[src/rtl/spi_dbr_pkg.sv]
package spi_dbr_pkg;
  typedef enum logic [2:0] {
    ST_IDLE,  // no frame, sck parked
    ST_LEAD,  // chip select low, waiting before first edge
    ST_ACT,   // sck at active level
    ST_IDL,   // sck at idle level between bits
    ST_TAIL,  // after last edge, before chip select release
    ST_FACT,  // free-running, active level, no frame
    ST_FIDL   // free-running, idle level, no frame
  } spi_st_e;
endpackage

[src/rtl/spi_phase_calc.sv]
module spi_phase_calc #(
  parameter int PRE_W = 2,
  parameter int SCL_W = 3,
  parameter int CNT_W = PRE_W + SCL_W + 2
) (
  input  logic [PRE_W-1:0] pre,
  input  logic [SCL_W-1:0] scl,
  input  logic             dbr,
  input  logic             cpha_eff,
  output logic [CNT_W-1:0] act_len,
  output logic [CNT_W-1:0] idl_len
);
  logic [CNT_W-1:0] prod, n_raw, n_cl, lo, hi;

  always_comb begin
    prod  = (CNT_W'(pre) + 1'b1) * (CNT_W'(scl) + 1'b1);
    n_raw = dbr ? prod : (prod << 1);
    n_cl  = (n_raw < CNT_W'(2)) ? CNT_W'(2) : n_raw;
    lo    = n_cl >> 1;
    hi    = n_cl - lo;
    act_len = cpha_eff ? hi : lo;
    idl_len = n_cl - act_len;
  end
endmodule

[src/rtl/spi_shifter.sv]
module spi_shifter #(
  parameter int MAX_BITS = 16,
  parameter int NB_W = 5
) (
  input  logic                clk,
  input  logic                rst,
  input  logic                load,
  input  logic [MAX_BITS-1:0] load_data,
  input  logic [NB_W-1:0]     nbits,
  input  logic                cpha_eff,
  input  logic                capture,
  input  logic                launch,
  input  logic                miso,
  output logic                mosi,
  output logic [MAX_BITS-1:0] rx_word
);
  logic [MAX_BITS-1:0] tx_sr, aligned;

  assign aligned = load_data << (MAX_BITS - int'(nbits));

  always_ff @(posedge clk) begin
    if (rst) begin
      tx_sr   <= '0;
      rx_word <= '0;
      mosi    <= 1'b0;
    end else if (load) begin
      mosi    <= aligned[MAX_BITS-1];
      tx_sr   <= cpha_eff ? aligned : (aligned << 1);
      rx_word <= '0;
    end else begin
      if (launch) begin
        mosi  <= tx_sr[MAX_BITS-1];
        tx_sr <= tx_sr << 1;
      end
      if (capture) rx_word <= {rx_word[MAX_BITS-2:0], miso};
    end
  end

  // a frame load never coincides with a data edge
  p_load_alone_r5: assert property (@(posedge clk) disable iff (rst)
    load |-> !(capture || launch));
endmodule

[src/rtl/spi_dbr_master.sv]
module spi_dbr_master #(
  parameter int MAX_BITS = 16,
  parameter int FSZ_W    = $clog2(MAX_BITS),
  parameter int PRE_W    = 2,
  parameter int SCL_W    = 3
) (
  input  logic                clk,
  input  logic                rst,
  input  logic                start,
  output logic                busy,
  input  logic                cfg_dbr,
  input  logic [FSZ_W-1:0]    cfg_fsz,
  input  logic                cfg_cpol,
  input  logic                cfg_cpha,
  input  logic                cfg_cont,
  input  logic [PRE_W-1:0]    cfg_pre,
  input  logic [SCL_W-1:0]    cfg_scl,
  input  logic [MAX_BITS-1:0] tx_data,
  output logic                done,
  output logic [MAX_BITS-1:0] rx_data,
  output logic                sck,
  output logic                mosi,
  input  logic                miso,
  output logic                cs_n
);
  import spi_dbr_pkg::*;

  localparam int NB_W  = FSZ_W + 1;
  localparam int CNT_W = PRE_W + SCL_W + 2;

  spi_st_e st;
  logic [CNT_W-1:0] cnt, act_q, idl_q, act_new, idl_new;
  logic [NB_W-1:0]  nb_q, nb_new, bitcnt;
  logic sck_q, cs_n_q, done_q, busy_q, pend;
  logic cpol_q, cphae_q, cont_q;
  logic r_dbr, r_cpol, r_cpha, r_cont;
  logic [FSZ_W-1:0]    r_fsz;
  logic [PRE_W-1:0]    r_pre;
  logic [SCL_W-1:0]    r_scl;
  logic [MAX_BITS-1:0] r_tx, rx_q, rx_word;
  logic tick, begin_f, lead_e, trail_e, capture, launch, r_cphae;

  assign r_cphae = r_cpha | r_cont;
  assign nb_new  = (r_fsz < FSZ_W'(3)) ? NB_W'(4) : (NB_W'(r_fsz) + 1'b1);

  spi_phase_calc #(.PRE_W(PRE_W), .SCL_W(SCL_W), .CNT_W(CNT_W)) u_calc (
    .pre(r_pre), .scl(r_scl), .dbr(r_dbr), .cpha_eff(r_cphae),
    .act_len(act_new), .idl_len(idl_new)
  );

  always_comb begin
    tick    = (cnt == '0);
    begin_f = pend && ((st == ST_IDLE) || (st == ST_FACT && tick));
    lead_e  = tick && (st == ST_LEAD || st == ST_IDL);
    trail_e = tick && (st == ST_ACT);
    capture = cphae_q ? trail_e : lead_e;
    launch  = cphae_q ? lead_e : trail_e;
  end

  spi_shifter #(.MAX_BITS(MAX_BITS), .NB_W(NB_W)) u_shift (
    .clk(clk), .rst(rst), .load(begin_f), .load_data(r_tx), .nbits(nb_new),
    .cpha_eff(r_cphae), .capture(capture), .launch(launch), .miso(miso),
    .mosi(mosi), .rx_word(rx_word)
  );

  always_ff @(posedge clk) begin
    if (rst) begin
      st <= ST_IDLE; cnt <= '0; bitcnt <= '0;
      sck_q <= 1'b0; cs_n_q <= 1'b1; done_q <= 1'b0; busy_q <= 1'b0; pend <= 1'b0;
      cpol_q <= 1'b0; cphae_q <= 1'b0; cont_q <= 1'b0;
      nb_q <= NB_W'(4); act_q <= CNT_W'(1); idl_q <= CNT_W'(1);
      r_dbr <= 1'b0; r_cpol <= 1'b0; r_cpha <= 1'b0; r_cont <= 1'b0;
      r_fsz <= '0; r_pre <= '0; r_scl <= '0; r_tx <= '0; rx_q <= '0;
    end else begin
      done_q <= 1'b0;
      if (start && !busy_q) begin
        r_dbr <= cfg_dbr; r_cpol <= cfg_cpol; r_cpha <= cfg_cpha; r_cont <= cfg_cont;
        r_fsz <= cfg_fsz; r_pre <= cfg_pre; r_scl <= cfg_scl; r_tx <= tx_data;
        pend <= 1'b1; busy_q <= 1'b1;
      end
      if (begin_f) begin
        cpol_q <= r_cpol; cphae_q <= r_cphae; cont_q <= r_cont;
        nb_q <= nb_new; act_q <= act_new; idl_q <= idl_new;
        cs_n_q <= 1'b0; sck_q <= r_cpol; cnt <= idl_new - 1'b1;
        bitcnt <= '0; pend <= 1'b0; st <= ST_LEAD;
      end else if (st != ST_IDLE) begin
        if (!tick) cnt <= cnt - 1'b1;
        else begin
          case (st)
            ST_LEAD, ST_IDL: begin
              sck_q <= ~cpol_q; st <= ST_ACT; cnt <= act_q - 1'b1;
            end
            ST_ACT: begin
              sck_q <= cpol_q; cnt <= idl_q - 1'b1; bitcnt <= bitcnt + 1'b1;
              st <= (bitcnt == nb_q - 1'b1) ? ST_TAIL : ST_IDL;
            end
            ST_TAIL: begin
              cs_n_q <= 1'b1; done_q <= 1'b1; busy_q <= 1'b0; rx_q <= rx_word;
              if (cont_q) begin
                sck_q <= ~cpol_q; st <= ST_FACT; cnt <= act_q - 1'b1;
              end else st <= ST_IDLE;
            end
            ST_FACT: begin
              sck_q <= cpol_q; st <= ST_FIDL; cnt <= idl_q - 1'b1;
            end
            ST_FIDL: begin
              sck_q <= ~cpol_q; st <= ST_FACT; cnt <= act_q - 1'b1;
            end
            default: st <= ST_IDLE;
          endcase
        end
      end
    end
  end

  assign sck     = sck_q;
  assign cs_n    = cs_n_q;
  assign done    = done_q;
  assign busy    = busy_q;
  assign rx_data = rx_q;

  // completion is a single-cycle pulse
  p_done_pulse_r7: assert property (@(posedge clk) disable iff (rst)
    done_q |=> !done_q);
  // chip select is only released together with completion
  p_cs_release_r7: assert property (@(posedge clk) disable iff (rst)
    $rose(cs_n_q) |-> done_q);
  // a parked engine holds sck at the latched idle level
  p_sck_parked_r4: assert property (@(posedge clk) disable iff (rst)
    (st == ST_IDLE) |-> (sck_q == cpol_q));
  // an accepted request raises busy
  p_busy_accept_r10: assert property (@(posedge clk) disable iff (rst)
    (start && !busy_q) |=> busy_q);
  // no sck edge during the lead-in interval
  p_lead_quiet_r7: assert property (@(posedge clk) disable iff (rst)
    (st == ST_LEAD && $past(st) == ST_LEAD) |-> $stable(sck_q));
  // the bit counter never passes the latched frame length
  p_bitcnt_bound_r1: assert property (@(posedge clk) disable iff (rst)
    bitcnt <= nb_q);
endmodule

[config.mk]
export PLATFORM = sky130hd
export DESIGN_NAME = spi_dbr_master
export DESIGN_NICKNAME = d
export VERILOG_FILES = /design/src/rtl/spi_dbr_pkg.sv /design/src/rtl/spi_phase_calc.sv /design/src/rtl/spi_shifter.sv /design/src/rtl/spi_dbr_master.sv
export SDC_FILE = /design/constraint.sdc
export NUM_CORES = 1
export LEC_CHECK = 0
export BUFFER_PORTS_ARGS = -buffer_cell sky130_fd_sc_hd__buf_2
export CAP_MARGIN = 0
export CORE_MARGIN = 2
export CORE_UTILIZATION = 50
export CTS_CLUSTER_DIAMETER = 60
export DETAILED_ROUTE_END_ITERATION = 7
export PLACE_DENSITY = 0.71
export SLEW_MARGIN = 20
export SYNTH_ARGS = -nofsm -noshare
export SYNTH_HDL_FRONTEND = slang
export SYNTH_HIERARCHICAL = 1
export SYNTH_SLANG_ARGS = --single-unit
[constraint.sdc]
create_clock -name clk -period 6.9 [get_ports clk]
set_clock_uncertainty 0.15 [all_clocks]
set_input_delay 0.69 -clock clk [delete_from_list [all_inputs] [get_ports clk]]
set_output_delay 0.69 -clock clk [all_outputs]
set_load 0.05 [all_outputs]
==> results.cfg, run 1 <==
[detailed_routing]
wire_per_inst_um = 16.2
dr.pass1.iters = 7
drt_iter0_drc = 668
routed_wirelength_um = 19200
drc_errors = 0
vias = 6864
viasPerCell = 5.78
ant_nets = 0

[power]
ir_drop_mv = 0.199
internal-power_mw = 1.63
combPwrFrac = 0.323
p_sw_frac = 0.360
p_switching_mw = 0.916
clock_power_share = 0.360
leakagePower_nw = 3.37
powerDensity_mw_per_mm2 = 294
total_power_mw = 2.55
seq_power_share = 0.317

[global_route]
track_usage = 0.239
antenna_found_initial = 0
grt_max_degree = 74
grt_pass1_wl_um = 31600
overflow = 0
grt_pass1_vias = 6434

[setup_path]
reg2regPathDepth = 28
r2r_slack_ns = 0.28
worstPathArrival_ns = 6.79
critPathSlowestCell = or4b_2
worst_setup_path_end_kind = register
cp_max_fo = 5
start_kind = register
r2r_start = r_scl[1]
slowest_delay_ns = 0.64
worstSetupPathType = register to register
worst_ep_required_time_ns = 7.07
worstReg2RegEnd = cnt[5]
crit_top_cell = ha_1

[floorplan]
die-width_um = 127
rows = 45
dieArea_mm2 = 0.0162
placeableCoreArea_mm2 = 0.0150
io_pins = 54
initial_core_util = 0.506
die_h_um = 127

[cells_and_area]
area_growth_pct = 13.9
mostFrequentLayoutCell = nand2_1
stdcell_count = 1188
layout_common_cells = nand2_1 (143), dfxtp_1 (119), a21oi_1 (90)
fin_util = 0.577
drive_gt1_frac = 0.173
layout.nets = 1046
insertedDiodeCount = 0

[yosys]
ys_ff_latch = 120
synth_edf_count = 0
synthArstFlopShare = 0
synth_cell_types = 88
seq_area_frac_synth = 0.316
synth_warnings = 6
synth-main-ff-cell = dfxtp_1
syn_area_mm2 = 0.00761
syn-instance-count = 955
synth_nets = 1014
syn_avg_cell_area_um2 = 7.97

[clock_tree]
cts_buffers = 17
cts_num_sinks = 120
cts_tree = done
postCtsHoldBufs = 0
htree_levels = 4
cts-root-buf = clkbuf_16
path_clk_slew_ns = 0.06
clock_latency_ns = 0.43
cts_buffer_depth = 2

[placed_design]
place_hpwl_um = 12800
post-place-cells = 1155
port_buffers = 53
gp_congestion = 0.903

[min_path]
holdPathStages = 2
timing.hold.worst.class = register to register
holdPathEnd = cs_n
hold_path.startpoint = cs_n

[timing]
relSlewSlack = 0.346
hold_viol_final = 0
fmax_mhz = 151
finalSetupViolCount = 0
slew_violations = 0
tightest_slew_ns = 0.981
fin_crit_sh = 0.959
fin_crit_ns = 6.62

[outcome]
outcome = completed

[job]
drv_cap = 0
metrics by stage:
step	setup TNS [ns]	hold WS (ns)	setup slack, ns	instance area (um^2)
after floorplan	0	0.278	0.413	7610
after detailed placement	-0.000983	0.285	-0.000983	7980
final	0	0.292	0.281	8670
after CTS	0	0.294	0.0614	8590
after global placement	0	0.277	0.163	7980
after global routing	-0.137	0.313	-0.110	8670
Yosys cell counts (all sizes together), types with 4 or more instances:
cell type | n | area, um^2
a21o | 4 | 30.0
nand2 | 143 | 537
a211oi | 15 | 128
or2 | 9 | 56.3
mux2i | 46 | 460
a31oi | 6 | 52.6
mux2 | 14 | 165
buf | 25 | 159
and3 | 4 | 25.0
inv | 38 | 143
a21oi | 94 | 478
dfxtp | 120 | 2400
or3 | 5 | 36.3
and2 | 9 | 56.3
o31ai | 4 | 30.0
clkbuf | 36 | 136
o22ai | 6 | 37.5
o221ai | 8 | 70.1
nand3 | 13 | 65.1
o211ai | 7 | 52.6
nor4 | 8 | 71.3
xnor2 | 17 | 156
nand2b | 16 | 100
ha | 22 | 275
a22o | 17 | 150
o21bai | 4 | 30.0
a22oi | 4 | 43.8
xor2 | 17 | 149
nor2 | 90 | 340
nor3 | 34 | 190
nor2b | 7 | 43.8
a221oi | 8 | 70.1
nand3b | 4 | 30.0
nor3b | 6 | 45.0
fa | 4 | 80.1
o21ai | 30 | 154
o2bb2ai | 8 | 70.1
cell families after synthesis:
family	after synthesis	synth area share
and+or+nand+nor	363	0.228
AOI/OAI and AO/OA	251	0.227
adders and majority gates	26	0.0467
xor gates and xnor gates	34	0.0401
buffers and inverters	100	0.0580
muxes	61	0.0851
DFF	120	0.316
power by group through the flow:
| stage | logic, mW | registers, mW | clock network, mW |
|---|---|---|---|
| after floorplan | 0.610 | 0.814 | 0 |
| final | 0.822 | 0.809 | 0.918 |
| after global routing | 0.905 | 0.817 | 0.957 |
| after global placement | 0.771 | 0.820 | 0 |
| after detailed placement | 0.775 | 0.820 | 0 |
| after CTS | 0.785 | 0.807 | 0.927 |
worst max-delay path: cells and delay by family (launching register included):
family / cells / cell delay (ns)
compound gates: 10 / 2.11
fa+ha+maj: 6 / 1.88
simple gates: 5 / 1.08
xor+xnor: 3 / 0.48
flops: 1 / 0.35
mux: 1 / 0.28
buf+inv: 3 / 0.18
timing repair:
action / 4_1_cts / 5_1_grt
setup buffers: 0 / 0
resized for setup: 1 / 17
setup endpoints to repair: 1 / 5
pin swaps: 0 / 4
sequential cells by signal, summed over array words and instances, names as in the netlist, 2 cells and up:
name             flops
r_scl                3
rx_data             16
u_shift/rx_word     16
r_tx                16
act_q                7
u_shift/tx_sr       16
idl_q                7
r_pre                2
st                   3
r_fsz                4
nb_q                 5
cnt                  7
bitcnt               5
per-layer routing:
metal  vias to the layer above  global-route usage  part of all wire
met5                         -                   0                 0
met4                         0              0.0756             0.016
met3                        33              0.0683             0.069
met2                       208               0.361              0.43
met1                      3154               0.332              0.48
li1                       3469                   -                 -
worst max path at each step:
stage,from,end,cells after the start
6_report,r_scl[1],cnt[5],28
3_3_place_gp,r_scl[1],cnt[6],32
4_1_cts,r_scl[1],cnt[6],32
2_1_floorplan,r_scl[0],cnt[6],30
3_5_place_dp,r_scl[1],cnt[6],32
5_1_grt,r_scl[1],cnt[5],31
cell type report:
class | count | area, um^2
timing repair buffer | 74 | 423
clock buffer | 20 | 467
clock inverter | 12 | 139
fill | 1332 | 6360
inverter | 39 | 146
tap | 188 | 235
multi-input combinational | 735 | 4860
sequential | 120 | 2400
Power figures use the tool's default switching activity.
==> run 2, diff against run 1 <==
--- a/config.mk
+++ b/config.mk
@@ -5,13 +5,13 @@
 export SDC_FILE = /design/constraint.sdc
 export NUM_CORES = 1
 export LEC_CHECK = 0
+export ABC_AREA = 1
 export BUFFER_PORTS_ARGS = -buffer_cell sky130_fd_sc_hd__buf_2
 export CAP_MARGIN = 0
 export CORE_MARGIN = 2
-export CORE_UTILIZATION = 50
+export CORE_UTILIZATION = 40
 export CTS_CLUSTER_DIAMETER = 60
 export DETAILED_ROUTE_END_ITERATION = 7
-export PLACE_DENSITY = 0.71
 export SLEW_MARGIN = 20
 export SYNTH_ARGS = -nofsm -noshare
 export SYNTH_HDL_FRONTEND = slang
==> run 2 against run 1 <==
  * Highest routed layer unchanged
  * Critical path type unchanged
  * Synthesized cell count grew 11%
  * Design area shrank 5.5%
  * Non-clock buffer count shrank 17
  * First-iteration DRC count shrank 26%
  * Critical path depth grew 8
==> results.cfg, run 2 <==
[yosys]
synth_area_leaders = dfxtp_1 (33%), nand2_1 (10%), nand3_1 (9.0%)
synth_top_cell_by_area = dfxtp_1
synth_nets = 1121
synth_warnings = 6
synth_cell_types = 51
seq_area_frac_synth = 0.331
synthArstFlopShare = 0
yosysTopAreaCellShare = 0.331
syn_area_mm2 = 0.00725
synth-main-ff-cell = dfxtp_1
synth_edf_count = 0
synth_common_cells = nand2_1 (199), nand3_1 (131), nor2_1 (127)
yosysMostFrequentCell = nand2_1
ys_ff_latch = 120
syn-instance-count = 1062
syn_avg_cell_area_um2 = 6.83

[detailed_routing]
routed_wirelength_um = 17900
ant_nets = 0
wire_per_inst_um = 13.4
drc_errors = 0
viasPerCell = 5.10
dr.pass1.iters = 5
vias = 6826
drt_iter0_drc = 491

[placed_design]
port_buffers = 53
gp_congestion = 0.879
place_hpwl_um = 12700

[floorplan]
initial_core_util = 0.405
rows = 49
die_h_um = 139
io_pins = 54
placeableCoreArea_mm2 = 0.0179
dieArea_mm2 = 0.0192
die-width_um = 139

[cells_and_area]
layout.nets = 1155
area_growth_pct = 12.9
layout_common_cells = nand2_1 (199), nand3_1 (131), nor2_1 (126)
drive_gt1_frac = 0.151
insertedDiodeCount = 0
mostFrequentLayoutCell = nand2_1

[timing]
slew_violations = 0
tightest_slew_ns = 0.962
fmax_mhz = 172
finalSetupViolCount = 0
relSlewSlack = 0.358
hold_viol_final = 0
fin_crit_ns = 5.80
tns_ns = 0
rsz0062_at_grt = no
fin_crit_sh = 0.841

[global_route]
grt_max_degree = 41
grt_pass1_vias = 6226
overflow = 0
antenna_found_initial = 0
track_usage = 0.189
grt_pass1_wl_um = 30300

[clock_tree]
cts-root-buf = clkbuf_16
htree_levels = 4
post-cts-setup-buffers = 0
path_clk_slew_ns = 0.06
cts-resized-gates = 0
clock_latency_ns = 0.42
cts_tree = done
cts_buffer_depth = 2
postCtsHoldBufs = 0
cts_num_sinks = 120
cts_buffers = 17

[min_path]
timing.hold.worst.class = register to register

[setup_path]
worst_ep_required_time_ns = 7.05
cp_max_fo = 7
worstSetupPathType = register to register
start_kind = register
worstPathArrival_ns = 5.96
worst_setup_path_end_kind = register
critPathSlowestCell = fa_1
crit_top_cell = inv_1
slowest_delay_ns = 0.49

[job]
drv_cap = 0

[power]
ir_drop_mv = 0.185
leakagePower_nw = 3.81
total_power_mw = 2.80
powerDensity_mw_per_mm2 = 342

[outcome]
outcome = completed
[run 2: power breakdown]
group          switching, mW  internal (mW)
clock                  0.363          0.510
sequential            0.0505          0.776
combinational          0.741          0.363
[run 2: layout make-up]
class / count / area [um^2]
sequential: 120 / 2400
clock inverter: 15 / 153
tap: 229 / 287
fill: 1890 / 9710
multi-input combinational: 769 / 4120
timing repair buffer: 57 / 295
clock buffer: 17 / 425
inverter: 131 / 505
[run 2: cells by family (layout without fill, tap and decap cells)]
group,after synthesis,count (layout),share of synthesized area
AOI/OAI and AO/OA,197,197,0.153
adders and majority gates,26,26,0.0490
DFF,120,120,0.331
xor gates and xnor gates,17,17,0.0226
buffers and inverters,173,220,0.102
and+or+nand+nor,529,529,0.342
[run 2: final timing paths]
kind	from	end	slack [ns]	cells past startpoint
worst max-delay path	r_scl[0]	cnt[6]	1.10	36
worst min-delay path	cs_n	cs_n	0.30	2
worst max register to register	r_scl[0]	cnt[6]	1.10	36
worst min register to register	cs_n	cs_n	0.30	2
[run 2: metrics by stage]
stage                     worst slack, ns  hold WS, ns  cell area [um^2]   util  std cells
after floorplan                      1.59        0.270              7250      -       1062
after global placement               1.27        0.278              7610  0.425       1306
after detailed placement             1.10        0.287              7610  0.425       1306
after CTS                            1.08        0.301              8190  0.457       1338
after global routing                0.501        0.309              8190  0.458       1338
final                                1.10        0.297              8190  0.458       1338
[run 2: per-layer routing]
metal | up-vias | GRT usage | part of all wire | wire length [um]
li1 | 3552 | - | - | -
met1 | 3105 | 0.269 | 0.51 | 9060
met2 | 147 | 0.282 | 0.43 | 7660
met5 | - | 0 | 0 | 0
met4 | 0 | 0.0627 | 0.015 | 264
met3 | 22 | 0.0445 | 0.051 | 917
[run 2: worst max-delay path, delay by kind of cell (launching register included)]
| kind | cells | cell delay, ns |
|---|---|---|
| AOI/OAI and AO/OA | 2 | 0.27 |
| adders and majority gates | 9 | 2.45 |
| and+or+nand+nor | 18 | 1.99 |
| DFF | 1 | 0.35 |
| buffers and inverters | 7 | 0.45 |
